File: src/rtl/hbf_pkg.sv
package hbf_pkg;

    // Penalty zone selected for one branch lookup
    typedef enum logic [1:0] {
        ZONE_MISS    = 2'd0,
        ZONE_PARTIAL = 2'd1,
        ZONE_HIDDEN  = 2'd2
    } zone_e;

    // Saturating subtraction a - b, floor at zero
    function automatic int unsigned sat_sub(input int unsigned a, input int unsigned b);
        return (a > b) ? (a - b) : 0;
    endfunction

endpackage

File: src/rtl/hbf_btb.sv
module hbf_btb #(
    parameter int ENTRIES   = 1,
    parameter int PC_W      = 16,
    parameter int SETUP_CYC = 8,
    parameter int LOAD_CYC  = 11,
    parameter int AGE_W     = 5
) (
    input  logic             clk,
    input  logic             rst_n,
    input  logic             hint_valid,
    input  logic [PC_W-1:0]  hint_pc,
    input  logic [PC_W-1:0]  hint_target,
    input  logic [PC_W-1:0]  look_pc,
    output logic             look_hit,
    output logic [AGE_W-1:0] look_age,
    output logic [PC_W-1:0]  look_target
);
    localparam int AGE_MAX = SETUP_CYC + LOAD_CYC;
    localparam int VW      = (ENTRIES > 1) ? $clog2(ENTRIES) : 1;

    typedef struct packed {
        logic             valid;
        logic [PC_W-1:0]  pc;
        logic [PC_W-1:0]  tgt;
        logic [AGE_W-1:0] age;
    } ent_t;

    typedef struct packed {
        ent_t [ENTRIES-1:0] ent;
        logic [VW-1:0]      victim;
    } btb_state_t;

    btb_state_t st_d, st_q;
    logic [ENTRIES-1:0] look_vec;
    logic [ENTRIES-1:0] hint_vec;

    // Per-entry match vectors
    generate
        for (genvar gi = 0; gi < ENTRIES; gi++) begin : g_match
            assign look_vec[gi] = st_q.ent[gi].valid && (st_q.ent[gi].pc == look_pc)
                                  && (st_q.ent[gi].age >= AGE_W'(SETUP_CYC));
            assign hint_vec[gi] = st_q.ent[gi].valid && (st_q.ent[gi].pc == hint_pc);
        end
    endgenerate

    // Lookup select
    always_comb begin
        look_hit    = 1'b0;
        look_age    = '0;
        look_target = '0;
        for (int i = ENTRIES - 1; i >= 0; i--) begin
            if (look_vec[i]) begin
                look_hit    = 1'b1;
                look_age    = st_q.ent[i].age;
                look_target = st_q.ent[i].tgt;
            end
        end
    end

    // Next state: ageing, hint search and install
    always_comb begin
        logic          hhit;
        logic [VW-1:0] hidx;
        logic [VW-1:0] widx;
        st_d = st_q;
        hhit = 1'b0;
        hidx = '0;
        for (int i = 0; i < ENTRIES; i++) begin
            if (st_q.ent[i].valid && (st_q.ent[i].age < AGE_W'(AGE_MAX)))
                st_d.ent[i].age = st_q.ent[i].age + AGE_W'(1);
        end
        for (int i = ENTRIES - 1; i >= 0; i--) begin
            if (hint_vec[i]) begin
                hhit = 1'b1;
                hidx = VW'(i);
            end
        end
        widx = hhit ? hidx : st_q.victim;
        if (hint_valid) begin
            st_d.ent[widx].valid = 1'b1;
            st_d.ent[widx].pc    = hint_pc;
            st_d.ent[widx].tgt   = hint_target;
            st_d.ent[widx].age   = AGE_W'(1);
            if (!hhit)
                st_d.victim = (st_q.victim == VW'(ENTRIES - 1)) ? '0 : st_q.victim + VW'(1);
        end
    end

    always_ff @(posedge clk) begin
        if (!rst_n) st_q <= '0;
        else        st_q <= st_d;
    end


    one_match_chk: assert property (@(posedge clk) disable iff (!rst_n) $onehot0(look_vec));

    generate
        for (genvar ga = 0; ga < ENTRIES; ga++) begin : g_age_chk

            age_cap_chk: assert property (@(posedge clk) disable iff (!rst_n)
                st_q.ent[ga].age <= AGE_W'(AGE_MAX));

            fresh_age_chk: assert property (@(posedge clk) disable iff (!rst_n)
                st_q.ent[ga].valid && !$past(st_q.ent[ga].valid) |-> st_q.ent[ga].age == AGE_W'(1));
        end
    endgenerate

endmodule

File: src/rtl/hbf_penalty.sv
module hbf_penalty #(
    parameter int SETUP_CYC = 8,
    parameter int LOAD_CYC  = 11,
    parameter int FULL_PEN  = 18,
    parameter int AGE_W     = 5,
    parameter int SW        = 6
) (
    input  logic             hit,
    input  logic [AGE_W-1:0] age,
    input  logic             taken,
    output hbf_pkg::zone_e   zone,
    output logic [SW-1:0]    stall
);
    import hbf_pkg::*;
    localparam int AGE_MAX = SETUP_CYC + LOAD_CYC;

    always_comb begin
        int unsigned remain;
        remain = sat_sub(FULL_PEN, int'(age));
        if (!hit) begin
            zone  = ZONE_MISS;
            stall = taken ? SW'(FULL_PEN) : '0;
        end else begin
            zone = (int'(age) >= AGE_MAX) ? ZONE_HIDDEN : ZONE_PARTIAL;
            if (zone == ZONE_HIDDEN) remain = 0;
            stall = taken ? SW'(remain) : SW'(remain + FULL_PEN);
        end
    end

endmodule

File: src/rtl/hint_branch_fetch.sv
module hint_branch_fetch #(
    parameter int PC_W      = 16,
    parameter int ENTRIES   = 1,
    parameter int SETUP_CYC = 8,
    parameter int LOAD_CYC  = 11,
    parameter int FULL_PEN  = 18,
    parameter int INSTR_B   = 4,
    parameter int AGE_W     = $clog2(SETUP_CYC + LOAD_CYC + 1),
    parameter int SW        = $clog2(2 * FULL_PEN + 1)
) (
    input  logic            clk,
    input  logic            rst_n,
    input  logic            hint_valid,
    input  logic [PC_W-1:0] hint_pc,
    input  logic [PC_W-1:0] hint_target,
    input  logic            br_valid,
    input  logic [PC_W-1:0] br_pc,
    input  logic            br_taken,
    input  logic            br_uncond,
    output logic            res_valid,
    output logic            res_recognised,
    output logic [PC_W-1:0] res_fetch_pc,
    output logic [SW-1:0]   res_stall
);
    import hbf_pkg::*;

    typedef struct packed {
        logic            valid;
        logic            recog;
        logic [PC_W-1:0] fpc;
        logic [SW-1:0]   stall;
    } res_state_t;

    res_state_t rs_d, rs_q;

    logic             hit;
    logic [AGE_W-1:0] hit_age;
    logic [PC_W-1:0]  hit_tgt;
    logic             eff_taken;
    zone_e            zone;
    logic [SW-1:0]    stall_c;

    assign eff_taken = br_taken | br_uncond;

    hbf_btb #(
        .ENTRIES(ENTRIES), .PC_W(PC_W), .SETUP_CYC(SETUP_CYC),
        .LOAD_CYC(LOAD_CYC), .AGE_W(AGE_W)
    ) u_btb (
        .clk(clk), .rst_n(rst_n),
        .hint_valid(hint_valid), .hint_pc(hint_pc), .hint_target(hint_target),
        .look_pc(br_pc), .look_hit(hit), .look_age(hit_age), .look_target(hit_tgt)
    );

    hbf_penalty #(
        .SETUP_CYC(SETUP_CYC), .LOAD_CYC(LOAD_CYC), .FULL_PEN(FULL_PEN),
        .AGE_W(AGE_W), .SW(SW)
    ) u_pen (
        .hit(hit), .age(hit_age), .taken(eff_taken), .zone(zone), .stall(stall_c)
    );

    always_comb begin
        rs_d       = '0;
        rs_d.valid = br_valid;
        if (br_valid) begin
            rs_d.recog = (zone != ZONE_MISS);
            rs_d.fpc   = hit ? hit_tgt : br_pc + PC_W'(INSTR_B);
            rs_d.stall = stall_c;
        end
    end

    always_ff @(posedge clk) begin
        if (!rst_n) rs_q <= '0;
        else        rs_q <= rs_d;
    end

    assign res_valid      = rs_q.valid;
    assign res_recognised = rs_q.recog;
    assign res_fetch_pc   = rs_q.fpc;
    assign res_stall      = rs_q.stall;


    res_follow_chk: assert property (@(posedge clk) disable iff (!rst_n)
        res_valid |-> $past(br_valid));

    stall_bound_chk: assert property (@(posedge clk) disable iff (!rst_n)
        res_valid |-> res_stall <= SW'(2 * FULL_PEN));

    miss_nt_free_chk: assert property (@(posedge clk) disable iff (!rst_n)
        res_valid && !res_recognised && !$past(br_taken || br_uncond) |-> res_stall == '0);

    uncond_cap_chk: assert property (@(posedge clk) disable iff (!rst_n)
        res_valid && $past(br_uncond) |-> res_stall <= SW'(FULL_PEN));

endmodule

File: config.mk
export PLATFORM = sky130hd
export DESIGN_NAME = hint_branch_fetch
export DESIGN_NICKNAME = d
export VERILOG_FILES = /design/src/rtl/hbf_pkg.sv /design/src/rtl/hbf_btb.sv /design/src/rtl/hbf_penalty.sv /design/src/rtl/hint_branch_fetch.sv
export SDC_FILE = /design/constraint.sdc
export NUM_CORES = 1
export LEC_CHECK = 0
export BUFFER_PORTS_ARGS = -buffer_cell sky130_fd_sc_hd__buf_2
export CORE_MARGIN = 2
export CORE_UTILIZATION = 25
export CTS_CLUSTER_SIZE = 24
export DETAILED_ROUTE_END_ITERATION = 12
export PLACE_DENSITY_LB_ADDON = 0.1
export SLEW_MARGIN = 25
export SYNTH_ARGS = -nofsm -noshare
export SYNTH_HDL_FRONTEND = slang
export SYNTH_HIERARCHICAL = 1
export SYNTH_SLANG_ARGS = --single-unit
File: constraint.sdc
create_clock -name clk -period 3.7 [get_ports clk]
set_clock_uncertainty 0.05 [all_clocks]
set_input_delay 0.185 -clock clk [delete_from_list [all_inputs] [get_ports clk]]
set_output_delay 0.185 -clock clk [all_outputs]
set_load 0.05 [all_outputs]
==> run metrics <==
global placer's final weighted congestion 0.804; Final Hold Viols 0; Hold Path Class in -> reg; Setup crit end res_stall[5]$_SDFF_PN0_; iteration-0 DRC count of the detailed router 103; main combinational cell family by area after synthesis simple AND/OR/NAND/NOR gates; WL/cell 14.2 um; Synth Instances 346; critical path endpoint category register; setup ws final 0.350 ns; CTS Hold Bufs 0; NumNets Final 484; clk_lat worst skew 0.33 ns; Die ar. 13800 um2; final wirelength 8510 um; CTS clk-pin slew, worst paths 0.06 ns; most common cell after layout, fill and taps aside buf_2; row cnt 41; CTS tree built; H-tree depth 3; TritonCTS buffer count 9; Synth warnings 6; Tmin final 3.35 ns; Initial DRT Pass Iterations 4; port bufs 77; Max IR drop VDD 0.000306 V; via count 2557; Critical R2R Capture res_stall[5]$_SDFF_PN0_; Mapped Nets 405; multiplexer share of the synthesized area 11.8%; CTS root buf clkbuf_16; CTS resizes 0; RSZ-0062 raised after global routing no; synthesized area 3220 um2; GR Overflow Total 0; initial antenna violation count 0; Seq cells post-synth 62; Worst slew margin a little over half; Power Dens Cells 451 nW/um2; CP Launch Point u_btb/st_q[4]$_SDFFE_PP0P_; CP max FO 21; FF-to-FF path depth 14; first-pass GRT wire length 13900 um; Seq/Total Area, Yosys 38.6%; Worst EP arrival 3.57 ns; Synth Area per Inst between 9 and 10 um2; Worst setup SP type register; share of post-route cells with drive strength above 1 29.6%; status finished, final reports clean; Via-to-Cell Ratio 4.25; LEAKAGE 1.71 nW; Setup TNS Final 0 ns; Slew Viols, Final 0; Max Cap Viol 0; effective utilization at floorplan 25.6%; Final Cycle Share 90.5%; count of final setup violators 0; n_diodes 0; Synth cell types 43; Slew @ Worst Pin 0.677 ns; Compound-Gate Fraction of Synth Area 8.55%; reg2reg start u_btb/st_q[4]$_SDFFE_PP0P_; GR Util All Layers 13.0%; CTS Buffer Depth 2; Post-CTS Repair Setup Buffers 0; die extent in x 117 um; largest net degree at the start of global routing 43; Synth Area in Adders 1.94%; post-route ant nets 0; reg-to-reg slack, setup 0.35 ns; Area Overhead vs Synth 27.6%; Die H 117 um; placed wire-length estimate ~6400 um; post-synthesis xor/xnor area fraction 8.98%; f_max 0.299 GHz; simple-gate share of the synthesized area about a quarter; io pins 78; most frequent cells in the layout buf_2, dfxtp_1, mux2i_1; core area 12600 um2; kind of critical path reg -> reg; worst hold margin 0.0648 ns; vias in the first global route 2578; DR DRC count 0; CP required 3.92 ns; CTS Sinks between 60 and 70; post-place setup slack 0.319 ns
[area by class of cell]
class / instances / area, um2
clock inverters: 4 / 70.1
inverters: 30 / 113
clock buffers: 11 / 253
well taps: 172 / 215
multi-input cells: 239 / 1780
fillers: 1337 / 8460
flip-flops and latches: 62 / 1240
repair buffers: 83 / 433
[where the power goes]
part	internal, mW	leakage (nW)	switching [mW]
Clock	0.620	0.161	0.299
Sequential	0.701	0.510	0.0179
Combinational	0.0840	1.04	0.129
Total	1.40	1.71	0.447
[metal layers]
metal / track usage (%) / vias up / part of all wire, %
li1: - / 1324 / -
met1: 17.7 / 1156 / 51
met2: 18.8 / 65 / 42
met3: 3.97 / 12 / 5.5
met4: 5.65 / 0 / 1.8
met5: 0 / - / 0
[Yosys cell counts (all sizes together)]
library cell,number,area share (%)
inv,29,3.4
nor3,28,7.3
a211oi,1,0.23
nand3,7,1.5
or2,2,0.39
or3,2,0.54
o21ai,15,2.3
clkbuf,7,0.93
o2111ai,1,0.27
and3,7,1.4
dfxtp,62,39
nor2b,32,6.2
nand2,6,0.70
mux2i,38,12
clkinv,1,0.12
nand2b,1,0.19
nor2,22,2.6
a21oi,16,2.6
nor4,6,1.7
a22o,1,0.27
and2,3,0.58
ha,5,1.9
a2111oi,2,0.74
o211ai,2,0.47
xor2,14,3.8
buf,8,1.6
xnor2,19,5.2
o31a,1,0.27
o31ai,2,0.89
nand4,4,0.97
o21a,2,0.47
[cell families (layout without fill, tap and decap cells)]
group                      count (synthesis)  after routing
xor gates and xnor gates                  33             33
adders and majority gates                  5              5
and+or+nand+nor                          120            120
AOI/OAI and AO/OA                         43             43
buffers and inverters                     45            128
muxes                                     38             38
DFF                                       62             62
[worst min-delay path by stage]
| stage | startpoint | slack, ns | depth (start not counted) | end |
|---|---|---|---|---|
| after global placement | hint_target[4] | 0.39 | 3 | u_btb/st_q[10]$_SDFFE_PN0P_ |
| after floorplan | rst_n | 0.26 | 1 | u_btb/st_q[22]$_SDFFE_PN0P_ |
| after CTS | hint_pc[5] | 0.05 | 3 | u_btb/st_q[27]$_SDFFE_PN0P_ |
| after global routing | hint_target[11] | 0.05 | 3 | u_btb/st_q[17]$_SDFFE_PN0P_ |
| after detailed placement | hint_target[15] | 0.40 | 3 | u_btb/st_q[21]$_SDFFE_PN0P_ |
| final | hint_pc[9] | 0.06 | 3 | u_btb/st_q[31]$_SDFFE_PN0P_ |
[state kept, by name, indices dropped and copies added (netlist names)]
register / flops
res_valid: 1
res_fetch_pc: 16
res_stall: 6
res_recognised: 1
u_btb/st_q: 38
[stage by stage]
step | total power [mW] | instance area [um2] | cells | util, %
2_1_floorplan | 0.867 | 3220 | 346 | -
3_3_place_gp | 0.949 | 3780 | 586 | 30.1
3_5_place_dp | 0.950 | 3780 | 586 | 30.1
4_1_cts | 1.89 | 4100 | 601 | 32.7
5_1_grt | 1.94 | 4110 | 601 | 32.7
6_report | 1.85 | 4110 | 601 | 32.7
[critical path, stage by stage, from the launching register on]
cell	delay [ns]
dfxtp_1	0.35
o21ai_0	0.26
nor2_1	0.07
nand4_1	0.15
buf_4	0.33
nor3_2	0.08
ha_1	0.24
or3_4	0.39
o31ai_4	0.25
and2_1	0.16
ha_1	0.16
inv_1	0.05
or2_1	0.23
a2111oi_2	0.33
and3_1	0.18
Power figures use the tool's default switching activity.
